## src/rtl/wac_pkg.sv

```systemverilog
// Package: size-derived geometry for the word address counter.
// Assumes a size selector in the range 0..4 (1K..16K bits of storage).
package wac_pkg;

    localparam int BYTE_W = 8;
    localparam int PAGE_SEL_W = 3;

    // Address width in bits for a size selector.
    function automatic int addr_width(input int sel);
        return 7 + sel;
    endfunction

    // Number of in-page offset bits for a size selector.
    function automatic int page_bits(input int sel);
        return (sel < 2) ? 3 : 4;
    endfunction

    // Number of page-select bits taken from the device-select byte.
    function automatic int sel_bits(input int sel);
        return (sel < 2) ? 0 : sel - 1;
    endfunction

endpackage

```

## src/rtl/wac_load_compose.sv

```systemverilog
// Module: builds the full word address from page-select bits and the
// received address byte. Assumes AW = 7 + SIZE_SEL and that unused
// page bits (and byte bit 7 for the smallest size) are don't-care.
module wac_load_compose #(
    parameter int SIZE_SEL = 2
) (
    input  logic [wac_pkg::PAGE_SEL_W-1:0] load_page,
    input  logic [wac_pkg::BYTE_W-1:0]     load_byte,
    output logic [SIZE_SEL+6:0]            load_addr
);
    localparam int AW  = wac_pkg::addr_width(SIZE_SEL);
    localparam int SB  = wac_pkg::sel_bits(SIZE_SEL);

    generate
        if (SB == 0) begin : g_no_page
            // Address comes from the byte alone; the page field is unused.
            logic [wac_pkg::PAGE_SEL_W-1:0] unused_page;
            assign unused_page = load_page;
            if (AW < wac_pkg::BYTE_W) begin : g_trunc
                logic unused_top;
                assign unused_top = load_byte[wac_pkg::BYTE_W-1];
                assign load_addr  = load_byte[AW-1:0];
            end else begin : g_full
                assign load_addr = load_byte;
            end
        end else if (SB < wac_pkg::PAGE_SEL_W) begin : g_part_page
            // Only the low SB page bits form the address top.
            logic [wac_pkg::PAGE_SEL_W-SB-1:0] unused_page_hi;
            assign unused_page_hi = load_page[wac_pkg::PAGE_SEL_W-1:SB];
            assign load_addr = {load_page[SB-1:0], load_byte};
        end else begin : g_all_page
            // Every page bit is part of the address.
            assign load_addr = {load_page, load_byte};
        end
    endgenerate
endmodule

```

## src/rtl/wac_step_unit.sv

```systemverilog
// Module: computes the incremented address for both transfer kinds.
// Writes wrap inside the current page, reads wrap over the whole array.
// Assumes PB < AW.
module wac_step_unit #(
    parameter int SIZE_SEL = 2
) (
    input  logic [SIZE_SEL+6:0] cur,
    input  logic                rd_mode,
    output logic [SIZE_SEL+6:0] next
);
    localparam int AW = wac_pkg::addr_width(SIZE_SEL);
    localparam int PB = wac_pkg::page_bits(SIZE_SEL);

    logic [PB-1:0] offset_inc;
    logic [AW-1:0] wr_next;
    logic [AW-1:0] rd_next;

    // In-page offset plus one; the carry out is dropped on purpose.
    always_comb begin
        offset_inc = cur[PB-1:0] + 1'b1;
    end

    // Write candidate keeps the page row, read candidate spans the array.
    always_comb begin
        wr_next = {cur[AW-1:PB], offset_inc};
        rd_next = cur + 1'b1;
    end

    // Pick the candidate matching the transfer kind.
    always_comb begin
        next = rd_mode ? rd_next : wr_next;
    end
endmodule

```

## src/rtl/wac_addr_reg.sv

```systemverilog
// Module: the address register with load-over-increment priority.
// Assumes synchronous active-low reset to zero.
module wac_addr_reg #(
    parameter int SIZE_SEL = 2
) (
    input  logic                clk,
    input  logic                rst_n,
    input  logic                load_en,
    input  logic [SIZE_SEL+6:0] load_addr,
    input  logic                step_en,
    input  logic [SIZE_SEL+6:0] step_addr,
    output logic [SIZE_SEL+6:0] q
);
    // Holds the address; load beats increment, otherwise hold.
    always_ff @(posedge clk) begin
        if (!rst_n) begin
            q <= '0;
        end else if (load_en) begin
            q <= load_addr;
        end else if (step_en) begin
            q <= step_addr;
        end
    end
endmodule

```

## src/rtl/wordaddr_counter.sv

```systemverilog
// Module: page-wrapping word address counter for a serial byte memory.
// Loads from page bits plus an address byte, then steps once per byte:
// in-page wrap for writes, whole-array wrap for reads. The value persists
// between transactions. Assumes SIZE_SEL in 0..4.
module wordaddr_counter #(
    parameter int SIZE_SEL = 2
) (
    input  logic                           clk,
    input  logic                           rst_n,
    input  logic                           load_en,
    input  logic [wac_pkg::PAGE_SEL_W-1:0] load_page,
    input  logic [wac_pkg::BYTE_W-1:0]     load_byte,
    input  logic                           step_en,
    input  logic                           rd_mode,
    output logic [SIZE_SEL+6:0]            cur_addr
);
    logic [SIZE_SEL+6:0] load_addr;
    logic [SIZE_SEL+6:0] step_addr;

    wac_load_compose #(.SIZE_SEL(SIZE_SEL)) u_compose (
        .load_page (load_page),
        .load_byte (load_byte),
        .load_addr (load_addr)
    );

    wac_step_unit #(.SIZE_SEL(SIZE_SEL)) u_step (
        .cur     (cur_addr),
        .rd_mode (rd_mode),
        .next    (step_addr)
    );

    wac_addr_reg #(.SIZE_SEL(SIZE_SEL)) u_reg (
        .clk       (clk),
        .rst_n     (rst_n),
        .load_en   (load_en),
        .load_addr (load_addr),
        .step_en   (step_en),
        .step_addr (step_addr),
        .q         (cur_addr)
    );
endmodule

```

## config.mk

```make
export PLATFORM = sky130hd
export DESIGN_NAME = wordaddr_counter
export DESIGN_NICKNAME = d
export VERILOG_FILES = /design/src/rtl/wac_pkg.sv /design/src/rtl/wac_load_compose.sv /design/src/rtl/wac_step_unit.sv /design/src/rtl/wac_addr_reg.sv /design/src/rtl/wordaddr_counter.sv
export SDC_FILE = /design/constraint.sdc
export NUM_CORES = 1
export LEC_CHECK = 0
export ABC_AREA = 0
export BUFFER_PORTS_ARGS = -buffer_cell sky130_fd_sc_hd__clkbuf_2
export CORE_AREA = 2 2 39 41
export DETAILED_ROUTE_END_ITERATION = 10
export DIE_AREA = 0 0 41 43
export GPL_TIMING_DRIVEN = 0
export PLACE_DENSITY = 0.69
export SLEW_MARGIN = 20
export SYNTH_ARGS = -nofsm -noshare
export SYNTH_HDL_FRONTEND = slang
export SYNTH_SLANG_ARGS = --single-unit
```

## constraint.sdc

```tcl
create_clock -name clk -period 1.4 [get_ports clk]
set_clock_uncertainty 0.05 [all_clocks]
set_input_delay 0.21 -clock clk [delete_from_list [all_inputs] [get_ports clk]]
set_output_delay 0.21 -clock clk [all_outputs]
set_load 0.1 [all_outputs]
```

==> flow_metrics.py, run 1 <==
metrics = {
    "global_route": {
        "first_global_vias": 458,
        "antenna_found_initial": 0,
        "grt_max_degree": 11,
        "grt_first_pass_wirelength_um": 1840,
        "gr-total-overflow": 0,
        "grtUsageTotal_pct": 15.7,
    },
    "synthesis": {
        "ys.flop_type": "dfxtp_1",
        "yosysUniqueCellTypes": 23,
        "synthAdderAreaFrac_pct": 2.42,
        "yosys.area_share.simple_pct": 26.2,
        "synth_area_leaders": "dfxtp_1 (35%), a31oi_1 (6.1%), o21ai_0 (5.8%)",
        "ys_seq_area_share_pct": 34.9,
        "syn-num-nets": 77,
        "synth-edff-count": 0,
        "synth_top_area_cell": "dfxtp_1",
        "netlist_area_um2": 517,
        "ys_ff_latch": 9,
        "synth_common_cells": "dfxtp_1 (9), o21ai_0 (6), a31oi_1 (5), o211ai_1 (4)",
        "synthArstFlopShare_pct": 0,
        "synth_xor_area_share_pct": 5.08,
        "synth.most_common_cell": "dfxtp_1",
        "yosysTopAreaCellShare_pct": 34.9,
        "yosysWarnings": 0,
        "synth_compound_area_share_pct": 23.0,
        "synth_mux_area_share_pct": 3.87,
        "syn_area_per_cell_um2": 8.61,
        "synth_top_family_by_area": "simple AND/OR/NAND/NOR gates",
        "syn_inst": 60,
    },
    "floorplanning": {
        "boundaryPins": 25,
        "dieArea_um2": 1760,
        "die_h_um": 43,
        "die-width_um": 41,
        "initial_core_util_pct": 37.3,
        "coreArea_um2": 1380,
        "rows": 14,
    },
    "worst_setup_path": {
        "worstSetupStartpointType": "register",
        "critPathMaxFanout": 6,
        "endpoint": "cur_addr[1]",
        "crit_chain": "clkbuf_2",
        "cp_num_buf_inv": 1,
        "worst_ep_arrival_time_ps": 1100,
        "crit_type": "reg -> out",
        "cp_data_required_time_ps": 1140,
        "reg2reg_to": "u_reg.q[8]",
        "cp_num_cells": 1,
        "worstSetupStartpoint": "u_reg.q[1]",
        "crit_family": "buffers and inverters",
        "r2r_setup_slack_ps": 120,
        "end_kind": "primary output",
        "cp_slowest_cell": "clkbuf_2",
        "r2r_start": "u_reg.q[1]",
        "max_stage_delay_ps": 460,
        "r2r_cells": 4,
    },
    "clock_tree": {
        "cts-buffers-inserted": 3,
        "htree_levels": 1,
        "ctsLongestPathBuffers": 2,
        "clock_sinks": 9,
        "cts_tree": "built",
        "hold_buffers": 0,
        "insertion_delay_ps": 260,
        "clkTransAtPathRegs_ps": 60,
        "root_buffer": "clkbuf_4",
    },
    "final_layout": {
        "largest_reg_flops": 9,
        "utilization_pct": 51.3,
        "area_delta_synth_final_pct": 37.3,
        "nets": 103,
        "top_regs": "u_reg.q x9",
        "fin_cells": 101,
        "fillers": 145,
        "top_register": "u_reg.q",
        "antenna_cells": 0,
        "drive_gt1_share_pct": 44.7,
    },
    "route": {
        "wl_met3_um": 89,
        "route.detailed.drc": 0,
        "wirelength_met1_um": 514,
        "first_pass_iters": 1,
        "highest_layer": "met3",
        "via_per_inst": 5.42,
        "vias": 547,
        "routedWlPerCell_um": 12.2,
        "routed-wl-met2_um": 630,
        "ant_nets": 0,
        "routed_wl_um": 1230,
        "drt-initial-drc-count": 0,
    },
    "sta": {
        "fmax_ghz": 0.734,
        "slew_headroom_pct": 64.2,
        "period_share_pct": 97.4,
        "worst_pin_slew_ps": 539,
        "layout_min_cycle_time_ps": 1360,
        "grt_setup_unrepaired": "no",
        "fin_tns_setup_ps": 0,
        "final_hold_viol_count": 0,
        "setup_viol": 0,
        "final_max_slew_viol_count": 0,
    },
    "status": {
        "outcome": "finished, final reports clean",
    },
    "placement": {
        "gp_congestion": 0.715,
        "dp_cells": 97,
        "dpl.hpwl_um": 978,
        "port_buffers": 21,
    },
    "power_and_ir_drop": {
        "p_per_area_nw_per_um2": 1040,
        "p_leak_nw": 0.288,
        "ir_worst_vdd_mv": 0.523,
    },
    "flow_run": {
        "cap_violations": 0,
    },
    "hold_path": {
        "hold_path.class": "in -> reg",
    },
}
==> repair_timing <==
item	4_1_cts	5_1_grt
buffers inserted	0	0
hold endpoints to repair	0	0
resized for setup	0	1
setup endpoints to repair	0	1
==> report_power, final <==
group | internal, mW | switching [mW] | total, mW
Clock | 0.110 | 0.0888 | 0.199
Sequential | 0.274 | 0.0271 | 0.301
Combinational | 0.0554 | 0.184 | 0.239
Total | 0.439 | 0.300 | 0.739
==> cell families (layout without fill, tap and decap cells) <==
| group | Yosys count | count (layout) |
|---|---|---|
| AOI/OAI and AO/OA | 19 | 19 |
| xor gates and xnor gates | 3 | 3 |
| adders and majority gates | 1 | 1 |
| buffers and inverters | 4 | 29 |
| DFF | 9 | 9 |
| muxes | 2 | 2 |
| and+or+nand+nor | 22 | 22 |
==> per-layer routing <==
metal | up-vias | global-route usage, %
met4 | 0 | 6.00
met1 | 246 | 17.6
li1 | 284 | -
met5 | - | 0
met3 | 0 | 7.85
met2 | 17 | 24.4
==> through the flow <==
step	instance area, um2	hold WS (ps)	total power [mW]	setup slack (ps)
after floorplan	558	288	0.495	-54.3
after global placement	683	394	0.544	161
after detailed placement	683	410	0.548	130
after CTS	709	134	0.752	14.4
after global routing	709	161	0.778	7.95
final	709	138	0.739	36.9
==> final cells by class <==
class | instances | area (um2) | area share [%]
clock buffers | 4 | 26.3 | 3.70
inverters | 2 | 7.51 | 1.06
multi-input cells | 47 | 325 | 45.9
repair buffers | 21 | 105 | 14.8
plain buffers | 2 | 16.3 | 2.29
well taps | 16 | 20.0 | 2.82
flip-flops and latches | 9 | 209 | 29.5
==> how the worst min path moves through the flow <==
stage / start / to / depth (start not counted)
after floorplan: rst_n / u_reg.q[4] / 2
after global placement: load_byte[0] / u_reg.q[0] / 3
after detailed placement: load_byte[0] / u_reg.q[0] / 3
after CTS: load_byte[0] / u_reg.q[0] / 3
after global routing: load_byte[2] / u_reg.q[2] / 3
final: load_byte[0] / u_reg.q[0] / 3
==> cell usage in the layout (no fill, tap or decap), types with 3 or more instances in the layout <==
| cell type | netlist | layout |
|---|---|---|
| a31oi_1 | 5 | 5 |
| clkbuf_2 | 0 | 20 |
| clkbuf_4 | 0 | 3 |
| dfxtp_4 | 0 | 7 |
| nand2_1 | 3 | 3 |
| nand3_1 | 3 | 3 |
| nand4_1 | 3 | 3 |
| nor2_1 | 3 | 3 |
| o211ai_1 | 4 | 4 |
| o21ai_0 | 6 | 6 |
| or4_1 | 3 | 3 |
| xor2_1 | 3 | 3 |
Power figures use the tool's default switching activity.
==> run 2: changes to the inputs <==
--- a/config.mk
+++ b/config.mk
@@ -7,11 +7,10 @@
 export LEC_CHECK = 0
 export ABC_AREA = 0
 export BUFFER_PORTS_ARGS = -buffer_cell sky130_fd_sc_hd__clkbuf_2
-export CORE_AREA = 2 2 39 41
+export CORE_UTILIZATION = 38
 export DETAILED_ROUTE_END_ITERATION = 10
-export DIE_AREA = 0 0 41 43
 export GPL_TIMING_DRIVEN = 0
-export PLACE_DENSITY = 0.69
+export PLACE_DENSITY = 0.82
 export SLEW_MARGIN = 20
 export SYNTH_ARGS = -nofsm -noshare
 export SYNTH_HDL_FRONTEND = slang
==> constraint.sdc (replaced) <==
create_clock -name clk -period 1.2 [get_ports clk]
set_clock_uncertainty 0.05 [all_clocks]
set_input_delay 0.18 -clock clk [delete_from_list [all_inputs] [get_ports clk]]
set_output_delay 0.18 -clock clk [all_outputs]
set_load 0.1 [all_outputs]
==> flow_metrics.py, run 2 (synthesis results as in run 1) <==
metrics = {
    "final_layout": {
        "top_register": "u_reg.q",
        "fin_cells": 101,
        "nets": 105,
        "area_delta_synth_final_pct": 52.1,
        "antenna_cells": 0,
        "layout_commonest_cell": "clkbuf_2",
        "fillers": 102,
        "postLayoutCellArea_um2": 786,
        "layout_common_cells": "clkbuf_2 (12), dfxtp_4 (7), o21ai_0 (6), buf_4 (6), a31oi_1 (5)",
        "top_regs": "u_reg.q x9",
        "drive_gt1_share_pct": 49.4,
        "largest_reg_flops": 9,
    },
    "sta": {
        "fin_tns_setup_ps": -195,
        "worst_pin_slew_ps": 300,
        "fin_ws_ps": -65.3,
        "layout_min_cycle_time_ps": 1270,
        "grt_setup_unrepaired": "yes",
        "period_share_pct": 105,
        "final_max_slew_viol_count": 0,
        "fmax_ghz": 0.790,
        "setup_viol": 5,
        "final_hold_viol_count": 0,
        "slew_headroom_pct": 80.1,
    },
    "clock_tree": {
        "ctsLongestPathBuffers": 2,
        "htree_levels": 1,
        "insertion_delay_ps": 270,
        "cts-buffers-inserted": 3,
        "cts_tree": "built",
        "clkTransAtPathRegs_ps": 70,
        "hold_buffers": 0,
        "root_buffer": "clkbuf_4",
        "clock_sinks": 9,
    },
    "status": {
        "outcome": "complete, but fails checks",
        "violations": "setup timing",
    },
    "worst_setup_path": {
        "worst_ep_arrival_time_ps": 1410,
        "cp_slowest_cell": "or4_1",
        "max_stage_delay_ps": 400,
        "critPathMaxFanout": 6,
        "end_kind": "register",
        "crit_type": "reg -> reg",
        "worstSetupStartpointType": "register",
        "crit_chain": "ha_4 > nand4_1 > or4_1 > o211ai_1",
        "cp_data_required_time_ps": 1350,
    },
    "global_route": {
        "first_global_vias": 483,
        "grtUsageTotal_pct": 21.7,
        "grt_max_degree": 11,
        "gr-total-overflow": 0,
        "grt_first_pass_wirelength_um": 2140,
        "antenna_found_initial": 0,
    },
    "hold_path": {
        "hold_path.class": "in -> reg",
    },
    "route": {
        "vias": 569,
        "route.detailed.drc": 0,
        "drt-initial-drc-count": 14,
        "ant_nets": 0,
        "first_pass_iters": 4,
        "routed_wl_um": 1400,
        "routedWlPerCell_um": 13.8,
        "via_per_inst": 5.63,
    },
    "floorplanning": {
        "rows": 12,
        "dieArea_um2": 1510,
        "boundaryPins": 25,
        "coreArea_um2": 1190,
        "initial_core_util_pct": 43.6,
        "die-width_um": 38.9,
        "die_h_um": 38.9,
    },
    "placement": {
        "dpl.hpwl_um": 928,
        "port_buffers": 21,
        "gp_congestion": 0.726,
        "pre_cts_slack_ps": -55.7,
        "dp_cells": 95,
        "placed_cell_area_um2": 681,
    },
    "power_and_ir_drop": {
        "p_leak_nw": 0.312,
        "ir_worst_vdd_mv": 0.619,
        "total_power_mw": 0.923,
        "p_per_area_nw_per_um2": 1170,
    },
    "flow_run": {
        "cap_violations": 0,
    },
}
==> run 2: cell types whose count changed in the layout (fill, tap and decap cells not counted) <==
cell | before | now
clkbuf_2 | 20 | 12
clkbuf_4 | 3 | 4
nand2_2 | 0 | 1
buf_4 | 0 | 6
buf_6 | 1 | 2
clkbuf_8 | 0 | 2
buf_12 | 0 | 1
buf_2 | 2 | 1
nand2_1 | 3 | 2
nand3_1 | 3 | 1
nand3_2 | 0 | 2
==> run 2: stage by stage <==
step	utilization [%]	hold WS [ps]
after floorplan	-	258
after global placement	57.4	359
after detailed placement	57.4	372
after CTS	63.1	92.3
after global routing	66.2	127
final	66.2	95.5
==> run 2: metal layers <==
metal	wire length [um]	track usage, %	share of wire [%]
met1	606	28.5	43
met2	657	30.4	47
met3	87	6.94	6.2
met4	46	12.9	3.3
met5	0	0	0
==> run 2: critical path, delay by kind of cell, from the launching register on <==
family | cells | cell delay (ps)
DFF | 1 | 390
and+or+nand+nor | 2 | 510
adders and majority gates | 1 | 150
AOI/OAI and AO/OA | 1 | 80
==> run 2: final timing paths <==
check                                  start  slack (ps)  depth (start not counted)         end
worst max-delay path              u_reg.q[1]         -70                          4  u_reg.q[8]
worst min-delay path            load_byte[0]         100                          3  u_reg.q[0]
worst max register to register    u_reg.q[1]         -70                          4  u_reg.q[8]
worst min register to register    u_reg.q[5]         480                          2  u_reg.q[5]
==> run 2: layout make-up <==
class / count / area [um2] / area share (%)
Clock buffer: 4 / 26.3 / 3.34
Tap cell: 14 / 17.5 / 2.23
Inverter: 2 / 7.51 / 0.955
Buffer: 2 / 16.3 / 2.07
Multi-Input combinational cell: 47 / 338 / 43.0
Sequential cell: 9 / 209 / 26.6
Timing Repair Buffer: 23 / 171 / 21.8
==> run 2: power breakdown <==
part           total (mW)  internal (mW)  switching [mW]
combinational       0.319         0.0969           0.222
clock               0.249          0.129           0.121
sequential          0.354          0.320          0.0346
==> run 2: timing repair <==
action	4_1_cts	5_1_grt
resized for setup	12	11
buffers inserted	0	2
pin swaps	1	5
cloned	0	0
setup endpoints to repair	14	11
==> run 3: changes to the inputs <==
--- a/config.mk
+++ b/config.mk
@@ -11,6 +11,7 @@
 export DETAILED_ROUTE_END_ITERATION = 10
 export GPL_TIMING_DRIVEN = 0
 export PLACE_DENSITY = 0.82
+export REMOVE_ABC_BUFFERS = 1
 export SLEW_MARGIN = 20
 export SYNTH_ARGS = -nofsm -noshare
 export SYNTH_HDL_FRONTEND = slang
==> flow_metrics.py, run 3 (synthesis results as in run 1) <==
metrics = {
    "power_and_ir_drop": {
        "power_switching_mw": 0.371,
        "ir_worst_vdd_mv": 0.679,
        "p_per_area_nw_per_um2": 1160,
        "seqPwrFrac_pct": 38.7,
        "clkPwrFrac_pct": 26.0,
        "p_sw_share_pct": 40.4,
        "internal-power_mw": 0.549,
        "p_leak_nw": 0.319,
        "total_power_mw": 0.920,
        "power_frac_comb_pct": 35.3,
    },
    "clock_tree": {
        "htree_levels": 1,
        "ctsLongestPathBuffers": 2,
        "hold_buffers": 0,
        "clock_sinks": 9,
        "cts-buffers-inserted": 3,
        "clkTransAtPathRegs_ps": 60,
        "cts_tree": "built",
        "root_buffer": "clkbuf_4",
        "insertion_delay_ps": 270,
    },
    "worst_setup_path": {
        "r2r_setup_slack_ps": -70,
        "critPathMaxFanout": 5,
        "reg2reg_to": "u_reg.q[8]",
        "worst_ep_arrival_time_ps": 1410,
        "crit_type": "reg -> reg",
        "r2r_start": "u_reg.q[1]",
        "cp_data_required_time_ps": 1340,
        "end_kind": "register",
        "worstSetupStartpointType": "register",
        "r2r_cells": 4,
    },
    "sta": {
        "layout_min_cycle_time_ps": 1270,
        "setup_viol": 7,
        "fin_ws_ps": -69.9,
        "final_hold_viol_count": 0,
        "grt_setup_unrepaired": "yes",
        "whs_ps": 110,
        "period_share_pct": 106,
        "fmax_ghz": 0.787,
        "worst_pin_slew_ps": 446,
        "slew_headroom_pct": 70.3,
        "final_max_slew_viol_count": 0,
        "fin_tns_setup_ps": -256,
    },
    "final_layout": {
        "layout_commonest_cell": "clkbuf_2",
        "top_regs": "u_reg.q x9",
        "drive_gt1_share_pct": 48.9,
        "antenna_cells": 0,
        "largest_reg_flops": 9,
        "fin_cells": 102,
        "postLayoutCellArea_um2": 793,
        "area_delta_synth_final_pct": 53.5,
        "nets": 106,
        "layout_common_cells": "clkbuf_2 (13), o21ai_0 (6), buf_4 (6)",
        "top_register": "u_reg.q",
    },
    "floorplanning": {
        "boundaryPins": 25,
        "coreArea_um2": 1190,
        "die-width_um": 38.9,
        "rows": 12,
        "dieArea_um2": 1510,
        "die_h_um": 38.9,
        "initial_core_util_pct": 43.6,
    },
    "global_route": {
        "grtUsageTotal_pct": 22.2,
        "antenna_found_initial": 0,
        "gr-total-overflow": 0,
        "first_global_vias": 493,
        "grt_max_degree": 16,
        "grt_first_pass_wirelength_um": 2100,
    },
    "placement": {
        "gp_congestion": 0.787,
        "placed_cell_area_um2": 628,
        "port_buffers": 22,
        "dpl.hpwl_um": 878,
        "dp_cells": 94,
    },
    "route": {
        "first_pass_iters": 4,
        "drt-initial-drc-count": 27,
        "vias": 593,
        "routedWlPerCell_um": 13.8,
        "routed_wl_um": 1410,
        "ant_nets": 0,
        "via_per_inst": 5.81,
        "route.detailed.drc": 0,
    },
    "hold_path": {
        "hold_depth": 3,
        "hold_end": "u_reg.q[1]",
        "hold_start": "load_byte[1]",
        "hold_path.class": "in -> reg",
    },
    "status": {
        "outcome": "complete, but fails checks",
        "violations": "setup timing",
    },
    "flow_run": {
        "cap_violations": 0,
    },
}
==> run 3: final cells by class <==
cell class / instances / area [um2]
Tap cell: 14 / 17.5
Sequential cell: 9 / 198
Clock buffer: 4 / 26.3
Fill cell: 99 / 393
Timing Repair Buffer: 26 / 194
Multi-Input combinational cell: 47 / 350
Inverter: 2 / 7.51
==> run 3: layer usage <==
metal	vias up	global-route usage [%]	share of wire [%]
met5	-	0	0
met4	0	15.5	3.0
met3	7	8.67	5.4
met2	20	37.5	50
met1	275	21.7	41
li1	291	-	-
==> run 3: timing repair <==
item                                    in CTS  in global routing
setup buffers                                3                  1
resized for setup                           28                  5
endpoints found under the setup margin      15                 11
pin swaps                                    3                  3
==> run 3: metrics by stage <==
stage / worst slack (ps) / utilization (%)
floorplan: -879 / -
global placement: -178 / 53.0
detailed placement: -203 / 53.0
CTS: -42.2 / 65.0
global route: -106 / 66.9
finish: -69.9 / 66.9
==> run 3: worst max-delay path by stage <==
stage               cells past startpoint          to  slack, ps       start
floorplan                               4  u_reg.q[8]       -880  u_reg.q[0]
global placement                        4  u_reg.q[8]       -180  u_reg.q[0]
detailed placement                      4  u_reg.q[4]       -200  u_reg.q[0]
CTS                                     4  u_reg.q[8]        -40  u_reg.q[1]
global route                            4  u_reg.q[8]       -110  u_reg.q[1]
finish                                  4  u_reg.q[8]        -70  u_reg.q[1]
==> run 3: worst max-delay path, stage by stage (launching register included) <==
cell and delay (ps):
dfxtp_4 380, ha_4 150, nand4_1 110, or4_1 410
o211ai_1 100
==> run 3: power groups by stage <==
stage	logic (mW)	registers [mW]	clock network, mW
after floorplan	0.0555	0.509	0
after global placement	0.271	0.356	0
after detailed placement	0.273	0.356	0
after CTS	0.312	0.353	0.248
after global routing	0.341	0.359	0.270
final	0.325	0.356	0.239
